## config.mk

```make
export PLATFORM = sky130hd
export DESIGN_NAME = agu_top
export DESIGN_NICKNAME = d
export VERILOG_FILES = /design/src/rtl/agu_pkg.sv /design/src/rtl/agu_mode_dec.sv /design/src/rtl/agu_alu.sv /design/src/rtl/agu_half.sv /design/src/rtl/agu_top.sv
export SDC_FILE = /design/constraint.sdc
export NUM_CORES = 2
export LEC_CHECK = 0
export BUFFER_PORTS_ARGS = -buffer_cell sky130_fd_sc_hd__buf_2
export CAP_MARGIN = 25
export CELL_PAD_IN_SITES_DETAIL_PLACEMENT = 1
export CELL_PAD_IN_SITES_GLOBAL_PLACEMENT = 1
export CORE_ASPECT_RATIO = 0.5
export CORE_MARGIN = 1.5
export CORE_UTILIZATION = 52
export CTS_CLUSTER_SIZE = 10
export DETAILED_ROUTE_END_ITERATION = 7
export PLACE_DENSITY = 0.93
export SLEW_MARGIN = 20
export SYNTH_ARGS = -nofsm -noshare
export SYNTH_HDL_FRONTEND = slang
export SYNTH_HIERARCHICAL = 1
export SYNTH_SLANG_ARGS = --single-unit
```

## constraint.sdc

```tcl
create_clock -name clk -period 9.6 [get_ports clk]
set_input_delay 0.96 -clock clk [delete_from_list [all_inputs] [get_ports clk]]
set_output_delay 0.96 -clock clk [all_outputs]
set_load 0.05 [all_outputs]
```

## src/rtl/agu_pkg.sv

```systemverilog
package agu_pkg;

   typedef enum logic [2:0] {
      OP_NONE  = 3'd0,
      OP_INC1  = 3'd1,
      OP_DEC1  = 3'd2,
      OP_INCN  = 3'd3,
      OP_DECN  = 3'd4,
      OP_INDEX = 3'd5
   } agu_op_e;

   typedef enum logic [1:0] {
      KIND_PTR = 2'd0,
      KIND_OFS = 2'd1,
      KIND_MDF = 2'd2,
      KIND_NIL = 2'd3
   } agu_kind_e;

   typedef enum logic [1:0] {
      ARITH_LIN = 2'd0,
      ARITH_MOD = 2'd1,
      ARITH_REV = 2'd2
   } agu_arith_e;

endpackage

```

## src/rtl/agu_mode_dec.sv

```systemverilog
module agu_mode_dec
   import agu_pkg::*;
#(
   parameter int AW     = 16,
   parameter bit REV_EN = 1'b1,
   parameter bit MOD_EN = 1'b1
) (
   input  logic [AW-1:0] mdf,
   output logic [1:0]    mode,
   output logic [AW-1:0] mask
);

   // smear the modifier downwards: yields 2^k-1 with 2^k >= mdf+1
   logic [AW-1:0] smear;
   assign smear[AW-1] = mdf[AW-1];
   for (genvar i = AW - 2; i >= 0; i--) begin : g_smear
      assign smear[i] = smear[i+1] | mdf[i];
   end
   assign mask = smear;

   always_comb begin
      mode = ARITH_LIN;
      if (&mdf) begin
         mode = ARITH_LIN;
      end else if (mdf == '0) begin
         mode = REV_EN ? ARITH_REV : ARITH_LIN;
      end else if (!mdf[AW-1]) begin
         mode = MOD_EN ? ARITH_MOD : ARITH_LIN;
      end
   end

endmodule

```

## src/rtl/agu_alu.sv

```systemverilog
module agu_alu
   import agu_pkg::*;
#(
   parameter int AW     = 16,
   parameter bit REV_EN = 1'b1,
   parameter bit MOD_EN = 1'b1
) (
   input  logic [AW-1:0] ptr,
   input  logic [AW-1:0] ofs,
   input  logic [AW-1:0] mdf,
   input  logic [2:0]    op,
   output logic [AW-1:0] ea,
   output logic [AW-1:0] nxt,
   output logic          wb
);

   logic [AW-1:0] step;
   logic          sub;
   logic [1:0]    mode;
   logic [AW-1:0] mask;
   logic [AW-1:0] lin_res;
   logic [AW-1:0] rev_res;
   logic [AW-1:0] mod_res;
   logic [AW-1:0] res;

   agu_mode_dec #(.AW(AW), .REV_EN(REV_EN), .MOD_EN(MOD_EN)) u_dec (
      .mdf  (mdf),
      .mode (mode),
      .mask (mask)
   );

   always_comb begin
      step = '0;
      sub  = 1'b0;
      wb   = 1'b0;
      case (op)
         OP_INC1:  begin step = AW'(1); wb = 1'b1; end
         OP_DEC1:  begin step = AW'(1); sub = 1'b1; wb = 1'b1; end
         OP_INCN:  begin step = ofs; wb = 1'b1; end
         OP_DECN:  begin step = ofs; sub = 1'b1; wb = 1'b1; end
         OP_INDEX: begin step = ofs; end
         default:  begin step = '0; end
      endcase
   end

   assign lin_res = sub ? (ptr - step) : (ptr + step);

   if (REV_EN) begin : g_rev
      logic [AW-1:0] rp, rs, rsum;
      for (genvar i = 0; i < AW; i++) begin : g_bits
         assign rp[i]      = ptr[AW-1-i];
         assign rs[i]      = step[AW-1-i];
         assign rev_res[i] = rsum[AW-1-i];
      end
      assign rsum = sub ? (rp - rs) : (rp + rs);
   end else begin : g_norev
      assign rev_res = lin_res;
   end

   if (MOD_EN) begin : g_mod
      logic [AW:0] modv, off_w, stp_w, sum_w, up_w, dn_w;
      assign modv  = {1'b0, mdf} + {{AW{1'b0}}, 1'b1};
      assign off_w = {1'b0, ptr & mask};
      assign stp_w = {1'b0, step};
      assign sum_w = off_w + stp_w;
      assign up_w  = (sum_w >= modv) ? (sum_w - modv) : sum_w;
      assign dn_w  = (off_w >= stp_w) ? (off_w - stp_w) : (off_w + modv - stp_w);
      assign mod_res = (ptr & ~mask) | ((sub ? dn_w[AW-1:0] : up_w[AW-1:0]) & mask);
   end else begin : g_nomod
      logic [AW-1:0] mask_unused;
      assign mask_unused = mask;
      assign mod_res = lin_res;
   end

   always_comb begin
      case (mode)
         ARITH_MOD: res = mod_res;
         ARITH_REV: res = rev_res;
         default:   res = lin_res;
      endcase
   end

   assign nxt = res;
   assign ea  = (op == OP_INDEX) ? res : ptr;

endmodule

```

## src/rtl/agu_half.sv

```systemverilog
module agu_half
   import agu_pkg::*;
#(
   parameter int AW     = 16,
   parameter int NTRIP  = 4,
   parameter bit REV_EN = 1'b1,
   parameter bit MOD_EN = 1'b1,
   localparam int SELW  = $clog2(NTRIP)
) (
   input  logic            clk,
   input  logic            rst_n,
   input  logic [2:0]      op,
   input  logic [SELW-1:0] sel,
   input  logic            wr_en,
   input  logic [1:0]      wr_kind,
   input  logic [SELW-1:0] wr_slot,
   input  logic [AW-1:0]   wr_data,
   input  logic [1:0]      rd_kind,
   input  logic [SELW-1:0] rd_slot,
   output logic [AW-1:0]   rd_data,
   output logic [AW-1:0]   ea_q
);

   logic [AW-1:0] ptr_q [NTRIP];
   logic [AW-1:0] ofs_q [NTRIP];
   logic [AW-1:0] mdf_q [NTRIP];

   logic [AW-1:0] alu_ea;
   logic [AW-1:0] alu_nxt;
   logic          alu_wb;

   // the ALU only ever sees the selected triplet as a whole
   agu_alu #(.AW(AW), .REV_EN(REV_EN), .MOD_EN(MOD_EN)) u_alu (
      .ptr (ptr_q[sel]),
      .ofs (ofs_q[sel]),
      .mdf (mdf_q[sel]),
      .op  (op),
      .ea  (alu_ea),
      .nxt (alu_nxt),
      .wb  (alu_wb)
   );

   for (genvar g = 0; g < NTRIP; g++) begin : g_trip
      logic hit;
      assign hit = wr_en && (wr_slot == SELW'(g));

      always_ff @(posedge clk or negedge rst_n) begin
         if (!rst_n) begin
            ptr_q[g] <= '0;
         end else if (hit && (wr_kind == KIND_PTR)) begin
            ptr_q[g] <= wr_data;
         end else if (alu_wb && (sel == SELW'(g))) begin
            ptr_q[g] <= alu_nxt;
         end
      end

      always_ff @(posedge clk or negedge rst_n) begin
         if (!rst_n) begin
            ofs_q[g] <= '0;
         end else if (hit && (wr_kind == KIND_OFS)) begin
            ofs_q[g] <= wr_data;
         end
      end

      always_ff @(posedge clk or negedge rst_n) begin
         if (!rst_n) begin
            mdf_q[g] <= '1;
         end else if (hit && (wr_kind == KIND_MDF)) begin
            mdf_q[g] <= wr_data;
         end
      end
   end

   always_comb begin
      case (rd_kind)
         KIND_PTR: rd_data = ptr_q[rd_slot];
         KIND_OFS: rd_data = ofs_q[rd_slot];
         KIND_MDF: rd_data = mdf_q[rd_slot];
         default:  rd_data = '0;
      endcase
   end

   always_ff @(posedge clk or negedge rst_n) begin
      if (!rst_n) begin
         ea_q <= '0;
      end else begin
         ea_q <= alu_ea;
      end
   end

endmodule

```

## src/rtl/agu_top.sv

```systemverilog
module agu_top
   import agu_pkg::*;
#(
   parameter int AW     = 16,
   parameter int BUSW   = 24,
   parameter int NTRIP  = 4,
   parameter bit REV_EN = 1'b1,
   parameter bit MOD_EN = 1'b1,
   localparam int SELW  = $clog2(NTRIP),
   localparam int IDXW  = SELW + 1
) (
   input  logic            clk,
   input  logic            rst_n,
   input  logic [2:0]      lo_op,
   input  logic [SELW-1:0] lo_sel,
   input  logic [2:0]      hi_op,
   input  logic [SELW-1:0] hi_sel,
   input  logic            bus_we,
   input  logic [1:0]      bus_wkind,
   input  logic [IDXW-1:0] bus_widx,
   input  logic [BUSW-1:0] bus_wdata,
   input  logic [1:0]      bus_rkind,
   input  logic [IDXW-1:0] bus_ridx,
   output logic [BUSW-1:0] bus_rdata,
   output logic [AW-1:0]   lo_ea,
   output logic [AW-1:0]   hi_ea
);

   if (AW < 2) begin : g_bad_aw
      $error("agu_top: AW must be at least 2");
   end
   if (BUSW <= AW) begin : g_bad_busw
      $error("agu_top: BUSW must exceed AW");
   end
   if ((NTRIP < 2) || ((NTRIP & (NTRIP - 1)) != 0)) begin : g_bad_ntrip
      $error("agu_top: NTRIP must be a power of two, at least 2");
   end

   logic [2:0]      h_op  [2];
   logic [SELW-1:0] h_sel [2];
   logic [AW-1:0]   h_rd  [2];
   logic [AW-1:0]   h_ea  [2];
   logic [BUSW-AW-1:0] wdata_unused_bits;

   assign h_op[0]  = lo_op;
   assign h_op[1]  = hi_op;
   assign h_sel[0] = lo_sel;
   assign h_sel[1] = hi_sel;
   assign wdata_unused_bits = bus_wdata[BUSW-1:AW];

   for (genvar h = 0; h < 2; h++) begin : g_half
      agu_half #(.AW(AW), .NTRIP(NTRIP), .REV_EN(REV_EN), .MOD_EN(MOD_EN)) u_half (
         .clk     (clk),
         .rst_n   (rst_n),
         .op      (h_op[h]),
         .sel     (h_sel[h]),
         .wr_en   (bus_we && (bus_widx[SELW] == 1'(h))),
         .wr_kind (bus_wkind),
         .wr_slot (bus_widx[SELW-1:0]),
         .wr_data (bus_wdata[AW-1:0]),
         .rd_kind (bus_rkind),
         .rd_slot (bus_ridx[SELW-1:0]),
         .rd_data (h_rd[h]),
         .ea_q    (h_ea[h])
      );
   end

   assign bus_rdata = {{(BUSW-AW){1'b0}}, h_rd[bus_ridx[SELW]]};
   assign lo_ea     = h_ea[0];
   assign hi_ea     = h_ea[1];

endmodule

```

# Yosys cells after proc, flatten, opt, wreduce, memory -nomap -nowiden
# Index checks and enable logic that the tools add are counted.
# classes
addsub	20
n_lt_le_gt_ge	8
eq_ne	27
n_mux	83
bitwise_logic	45
reduce_logical	67
# ops
cell	n
$mux 16	55
$bmux 16 s2	12
$sub 16x16->16	10
$pmux 16 s2	4
$add 16x16->16	6
$and 16x16->16	6
$pmux 16 s3	2
$logic_and 1x1->1	42
$add 16x1->17 const B	2
$add 16x16->17	2
$ge 17x17->1	2
$ge 16x16->1	2
$logic_not 16->1	2
$not 16->16	2
$or 16x16->16	2
$reduce_and 16->1	2
$or 1x1->1	30
$eq 2x2->1 const B	10
$reduce_bool 2->1	8
$eq 2x1->1 const B	7
$eq 3x2->1 const B	4
$eq 3x3->1 const B	4
$logic_not 2->1	5
$ge 3x3->1 const B	3
10 further kinds	26
# totals
ff_bits	416
output_inout_bits	56
elab_cells	276

# Depth between registers and ports, before layout
# depth
ltp_word	29
mapped_depth	34

# By module
# Netlist, hierarchy kept.
# modules_own_cells
module	instances	cells_per_inst	area_per_inst_um2	seq_area_each_um2
agu_half at g_half[1].u_half	1	696	11213.3	5285.1
agu_half at g_half[0].u_half	1	697	11116.9	5285.1
agu_alu at g_half[0].u_half.u_alu	1	1069	7372.1	0.0
agu_alu at g_half[1].u_half.u_alu	1	1051	7357.1	0.0
agu_mode_dec	2	31	195.2	0.0
agu_top	1	29	325.3	0.0

# Worst setup path after synthesis
# No wires, ideal clock.
# synth_timing
kind	input to register
start	input lo_sel[0]
end	register g_half[0].u_half/ptr_q[55] (netlist bit)
arrival_time_ns	8.205
required_ns	9.475
setup_slack_ns	1.270
path_stages	29
n_path_buf	6
cell_sequence	buf_2 -> buf_4 -> buf_2 -> mux4_2 -> or4_4 -> buf_6 -> nor4b_4 -> nand3b_1 -> and2_1 -> ha_1 -> clkbuf_1 -> o41ai_1 -> o21ai_1 -> o31ai_1 -> a21oi_1 -> xor2_1 -> ha_1 -> buf_2 -> nand4_1 -> nor4_1 -> a2111oi_0 -> o21bai_1 -> nor2_1 -> or4_1 -> a41o_1 -> a221oi_1 -> nor2_1 -> mux2_2 -> mux2_2
# synth_via
elab_chain_len	29
word_cells_on_any_way	61
classes_between	add/sub: 10; order compare: 2; eq/ne: 2; mux: 21; bitwise: 21; reduce/logical: 5
# synth_lines
element	line	rtl
from (decl)	agu_top.sv:15	input logic [SELW-1:0] lo_sel,
$not 2->3 (implied by the code) (*)	agu_half.sv:36	.mdf (mdf_q[sel]),
$bmux 16 s2 (*)	agu_half.sv:36	
$mux 16 (implied by the code) (*) (2 in series)	agu_half.sv:36	
$or 1x1->1 (2 in series)	agu_mode_dec.sv:17	assign smear[i] = smear[i+1] | mdf[i];
$or 1x1->1 (*)	agu_mode_dec.sv:17	
net g_half[0].u_half.u_alu.mask[12]	agu_alu.sv:20	logic [AW-1:0] mask;
$or 1x1->1 (*) (9 in series)	agu_mode_dec.sv:17	
net g_half[0].u_half.u_alu.mask[3]	agu_alu.sv:20	
[6 not listed]	--	
$mux 16, on equally long branches	agu_alu.sv:66, agu_alu.sv:67	
$mux 16 (*)	agu_alu.sv:68	assign mod_res = (ptr & ~mask) | ((sub ? dn_w[AW-1:0] : up_w[AW-1:0]) & mask);
$and 16x16->16 (*)	agu_alu.sv:68	
$or 16x16->16 (*)	agu_alu.sv:68	
$pmux 16 s2 (*)	agu_alu.sv:76	case (mode)
net g_half[0].u_half.alu_nxt[7]	agu_half.sv:29	logic [AW-1:0] alu_nxt;
$mux 16 (*)	agu_half.sv:52	end else if (alu_wb && (sel == SELW'(g))) begin
$mux 16 (*)	agu_half.sv:50	end else if (hit && (wr_kind == KIND_PTR)) begin
to (signal, indexed assignment)	agu_half.sv:51	ptr_q[g] <= wr_data;
to (signal, indexed assignment)	agu_half.sv:53	ptr_q[g] <= alu_nxt;
to (decl)	agu_half.sv:24	logic [AW-1:0] ptr_q [NTRIP];
# The timed path passes the listed nets; every way through them passes the cells marked *. The select of a mux whose other input is x is not followed.
# A chain may end at the register's enable or synchronous reset.

# Worst setup path in the final report
# layout_timing
start	input lo_sel[0]
end	register g_half[0].u_half/ptr_q[55] (netlist bit)
# layout_via
elab_chain_len	29
word_cells_on_any_way	61
classes_between	add/sub: 10; order compare: 2; eq/ne: 2; mux: 21; bitwise: 21; reduce/logical: 5
# layout_lines
element	line
$not 2->3 (implied by the code) (*)	agu_half.sv:36
$bmux 16 s2 (*)	agu_half.sv:36
$mux 16 (implied by the code) (*) (2 in series)	agu_half.sv:36
$or 1x1->1 (2 in series)	agu_mode_dec.sv:17
$or 1x1->1 (*)	agu_mode_dec.sv:17
net g_half[0].u_half.u_alu.mask[12]	agu_alu.sv:20
$or 1x1->1 (*) (10 in series)	agu_mode_dec.sv:17
net g_half[0].u_half.u_alu.mask[2]	agu_alu.sv:20
[5 not listed]	--
$mux 16, on equally long branches	agu_alu.sv:66, agu_alu.sv:67
$mux 16 (*)	agu_alu.sv:68
$and 16x16->16 (*)	agu_alu.sv:68
$or 16x16->16 (*)	agu_alu.sv:68
$pmux 16 s2 (*)	agu_alu.sv:76
net g_half[0].u_half.alu_nxt[7]	agu_half.sv:29
$mux 16 (*)	agu_half.sv:52
$mux 16 (*)	agu_half.sv:50
# Marked as above.

==> impl_metrics.yaml <==
placed_design:
  gp_congestion: 0.943
  port_buffers: 86
  post-dp-hpwl_mm: 105
  placedInstanceArea_sq_um: 38600
  pre_cts_slack_ps: 285
synthesis:
  synthesis.area_sq_um: 37800
  seq_area_frac_synth_pct: 28.0
  ys_seq_elements: 416
  netlist_instances: 3604
  synthArstFlopShare_pct: 100
  syn_area_per_cell_sq_um: 10.5
  yosys_warnings: 6
  ys_types: 123
  synth-main-ff-cell: "dfrtp_1"
  synth-edff-count: 0
global_route:
  grt_overflow: 0
  track_usage_pct: 44.1
  grt_max_degree: 135
  grt_pass1_vias: 37000
  antenna_found_initial: 41
  grt_pass1_wl_mm: 247
critical_path:
  crit_path_start_kind: "primary input"
  critPathArrivalTime_ps: 9930
  rr_worst_depth: 25
  cp-end-kind: "flip-flop"
  crit_fanout: 12
  worstReg2RegStart: "g_half[0].u_half/mdf_q[31]"
  path_class: "in -> reg"
  regToRegSetupSlack_ps: 480
  r2r-end: "g_half[0].u_half/ptr_q[55]"
  required_ps: 10110
pwr:
  powerDensity_nw_per_um2: 433
  leakage_nw: 17.1
  p_total_mw: 17.5
  irDropWorstVdd_uv: 182
cts:
  cts.path.max_buffers: 3
  h-tree-depth: 2
  clock_sinks: 416
  clk_latency_ps: 640
  cts_tree: "built"
  clk_pin_slew_ps: 70
  cts_resized: 0
  cts_hold_buf: 0
  cts_made_buffers: 49
  cts_setup_buffers: 0
  root_buffer: "clkbuf_16"
cells_and_area:
  fill_cells: 7495
  syn_to_final_growth_pct: 6.81
  drive_gt1_share_pct: 31.7
  nNetsFinal: 3864
  post-route-cell-area_sq_um: 40300
sta:
  fin_ws_ps: 182
  timing.final.max_slew_violations: 7
  rsz0062_at_grt: "no"
  final.min_clock_period_ps: 9420
  final-setup-viol-count: 0
  finalHoldViolCount: 0
  tightest_slew_ps: 1760
  fin_setup_tns_ps: 0
  skew_ps: 45.5
  relSlewSlack_pct: -17.6
  timing.final.crit_share_pct: 98.1
  clock.fmax_mhz: 106
run_status:
  outcome: "finished with violations"
  violations: "DRC, capacitance limit, slew limit"
floorplanning:
  die_y_microns: 194
  start_util_pct: 52.9
  core_area_sq_um: 71400
  die_w_microns: 384
  io_pins: 103
  rows: 69
  die-area_sq_um: 74400
flow_run:
  cap_violations: 2
routing:
  viasPerCell: 8.29
  antenna_left: 0
  drc_errors: 98
  firstDrtPassIters: 8
  num_vias: 38200
  wl_per_cell_microns: 42.1
  wl_mm: 194
  drtIter0Drc: 6875
worst_hold_path:
  hold_class: "in -> async"
==> Yosys cell counts, types with 12 or more instances <==
library cell,number,share of area (%)
nand3_1,50,0.66
buf_2,72,0.95
fa_1,40,2.1
mux4_2,192,11
nor3_1,73,0.97
a211oi_1,33,0.66
nand3b_1,18,0.36
mux2_4,46,1.8
o211ai_1,20,0.40
o21ai_1,17,0.23
o21ai_0,121,1.6
dfstp_2,128,8.9
or3_1,28,0.46
o31ai_1,28,0.56
inv_1,169,1.7
dfrtp_1,288,19
a31oi_1,34,0.56
buf_4,18,0.36
nand2_1,252,2.5
nor2_2,12,0.20
or2_2,17,0.28
mux2_2,489,15
a21oi_1,173,2.3
o21bai_1,21,0.42
xor2_1,69,1.6
and3_1,12,0.20
buf_6,12,0.36
and2_1,33,0.55
buf_1,18,0.18
nor2_1,202,2.0
o21a_1,32,0.64
ha_1,198,6.6
nand2b_1,30,0.50
a22oi_1,38,0.76
o31a_1,13,0.30
a21o_1,48,0.95
clkbuf_1,83,0.82
mux2_1,14,0.42
xnor2_1,143,3.3
nor4_1,13,0.22
mux2i_1,21,0.56
nor2b_1,32,0.53
nand4_1,27,0.45
==> registers in the layout, summed over array words and instances (netlist names) <==
register / count
g_half.u_half/mdf_q: 128
g_half.u_half/ea_q: 32
g_half.u_half/ptr_q: 128
g_half.u_half/ofs_q: 128
==> stage by stage <==
stage	utilization (%)	hold slack (ps)	instances
global placement	54.0	501	4471
CTS	56.1	538	4566
global route	56.5	306	4596
finish	56.5	272	4612
detailed placement	54.1	522	4476
floorplan	-	492	3611
==> worst max-delay path: stages <==
cell       delay (ps)
buf_4             290
mux4_2            740
or4_4             680
nor2_1            260
nand4_1           280
and2_1            330
ha_1              410
nor2_1            160
nor2_1             70
o41ai_1           640
o21ai_1           300
o31ai_1           270
a21oi_1           130
xor2_1            180
ha_1              430
nand4_1           150
nor4_1             60
a2111oi_0         310
o21bai_1          240
or2_2             470
or3_1             350
a41o_1            310
a221oi_1          760
nor2_1            360
mux2_2            440
mux2_2            290
==> logic make-up after synthesis <==
| family | Yosys count | share of synthesized area [%] |
|---|---|---|
| mux | 762 | 28.8 |
| buf+inv | 385 | 4.79 |
| fa+ha+maj | 238 | 8.68 |
| xor+xnor | 212 | 4.92 |
| flops | 416 | 28.0 |
| compound gates | 732 | 13.2 |
| simple gates | 858 | 11.6 |
| other cells | 1 | 0.00993 |
==> power breakdown <==
part	internal, mW	switching [mW]	total (mW)
sequential	2.39	0.817	3.21
clock	1.02	0.936	1.95
combinational	4.46	7.85	12.3
==> routing by layer <==
metal	routed length (microns)	vias to the layer above	part of all wire [%]	global-route usage [%]
met1	60900	18000	31	52.4
met3	32300	2192	17	14.4
met5	1140	-	0.59	0
li1	-	13400	-	-
met2	75300	4629	39	66.2
met4	24300	68	13	33.9
==> final cells by class <==
class / count / area (sq um) / share of cell area, %
inverter: 170 / 638 / 1.58
multi-input combinational: 2810 / 25500 / 63.2
sequential: 416 / 10600 / 26.2
clock buffer: 85 / 1440 / 3.58
clock inverter: 5 / 28.8 / 0.0713
tap: 958 / 1200 / 2.97
timing repair buffer: 132 / 891 / 2.21
antenna: 36 / 90.1 / 0.223
==> worst max path at each step <==
stage	cells past startpoint	from	endpoint
final	26	lo_sel[0]	g_half[0].u_half/ptr_q[55]
after global routing	25	lo_sel[0]	g_half[0].u_half/ptr_q[55]
after CTS	25	lo_sel[0]	g_half[0].u_half/ptr_q[23]
after detailed placement	25	lo_sel[0]	g_half[0].u_half/ptr_q[23]
after global placement	25	lo_sel[0]	g_half[0].u_half/ptr_q[23]
after floorplan	29	lo_sel[0]	g_half[0].u_half/ptr_q[55]
==> layout by cell type (no fill, tap or decap), types with 30 or more instances in the layout <==
master     Yosys  layout
ha_1         198     198
nand3_1       50      49
buf_4         18      33
mux4_2       192     192
nand2b_1      30      30
clkbuf_1      83      30
mux2_4        46      46
inv_1        169     169
a21o_1        48      48
fa_1          40      40
a22oi_1       38      38
dfstp_2      128     128
nand2_1      252     252
nor3_1        73      73
xor2_1        69      69
buf_2         72      82
and2_1        33      33
mux2_2       489     489
a21oi_1      173     172
a31oi_1       34      34
a211oi_1      33      32
diode_2        0      36
o21ai_0      121     121
xnor2_1      143     143
clkbuf_16      0      51
nor2_1       202     200
dfrtp_1      288     288
o21a_1        32      32
Note: power is estimated with default switching activity, not from simulation.
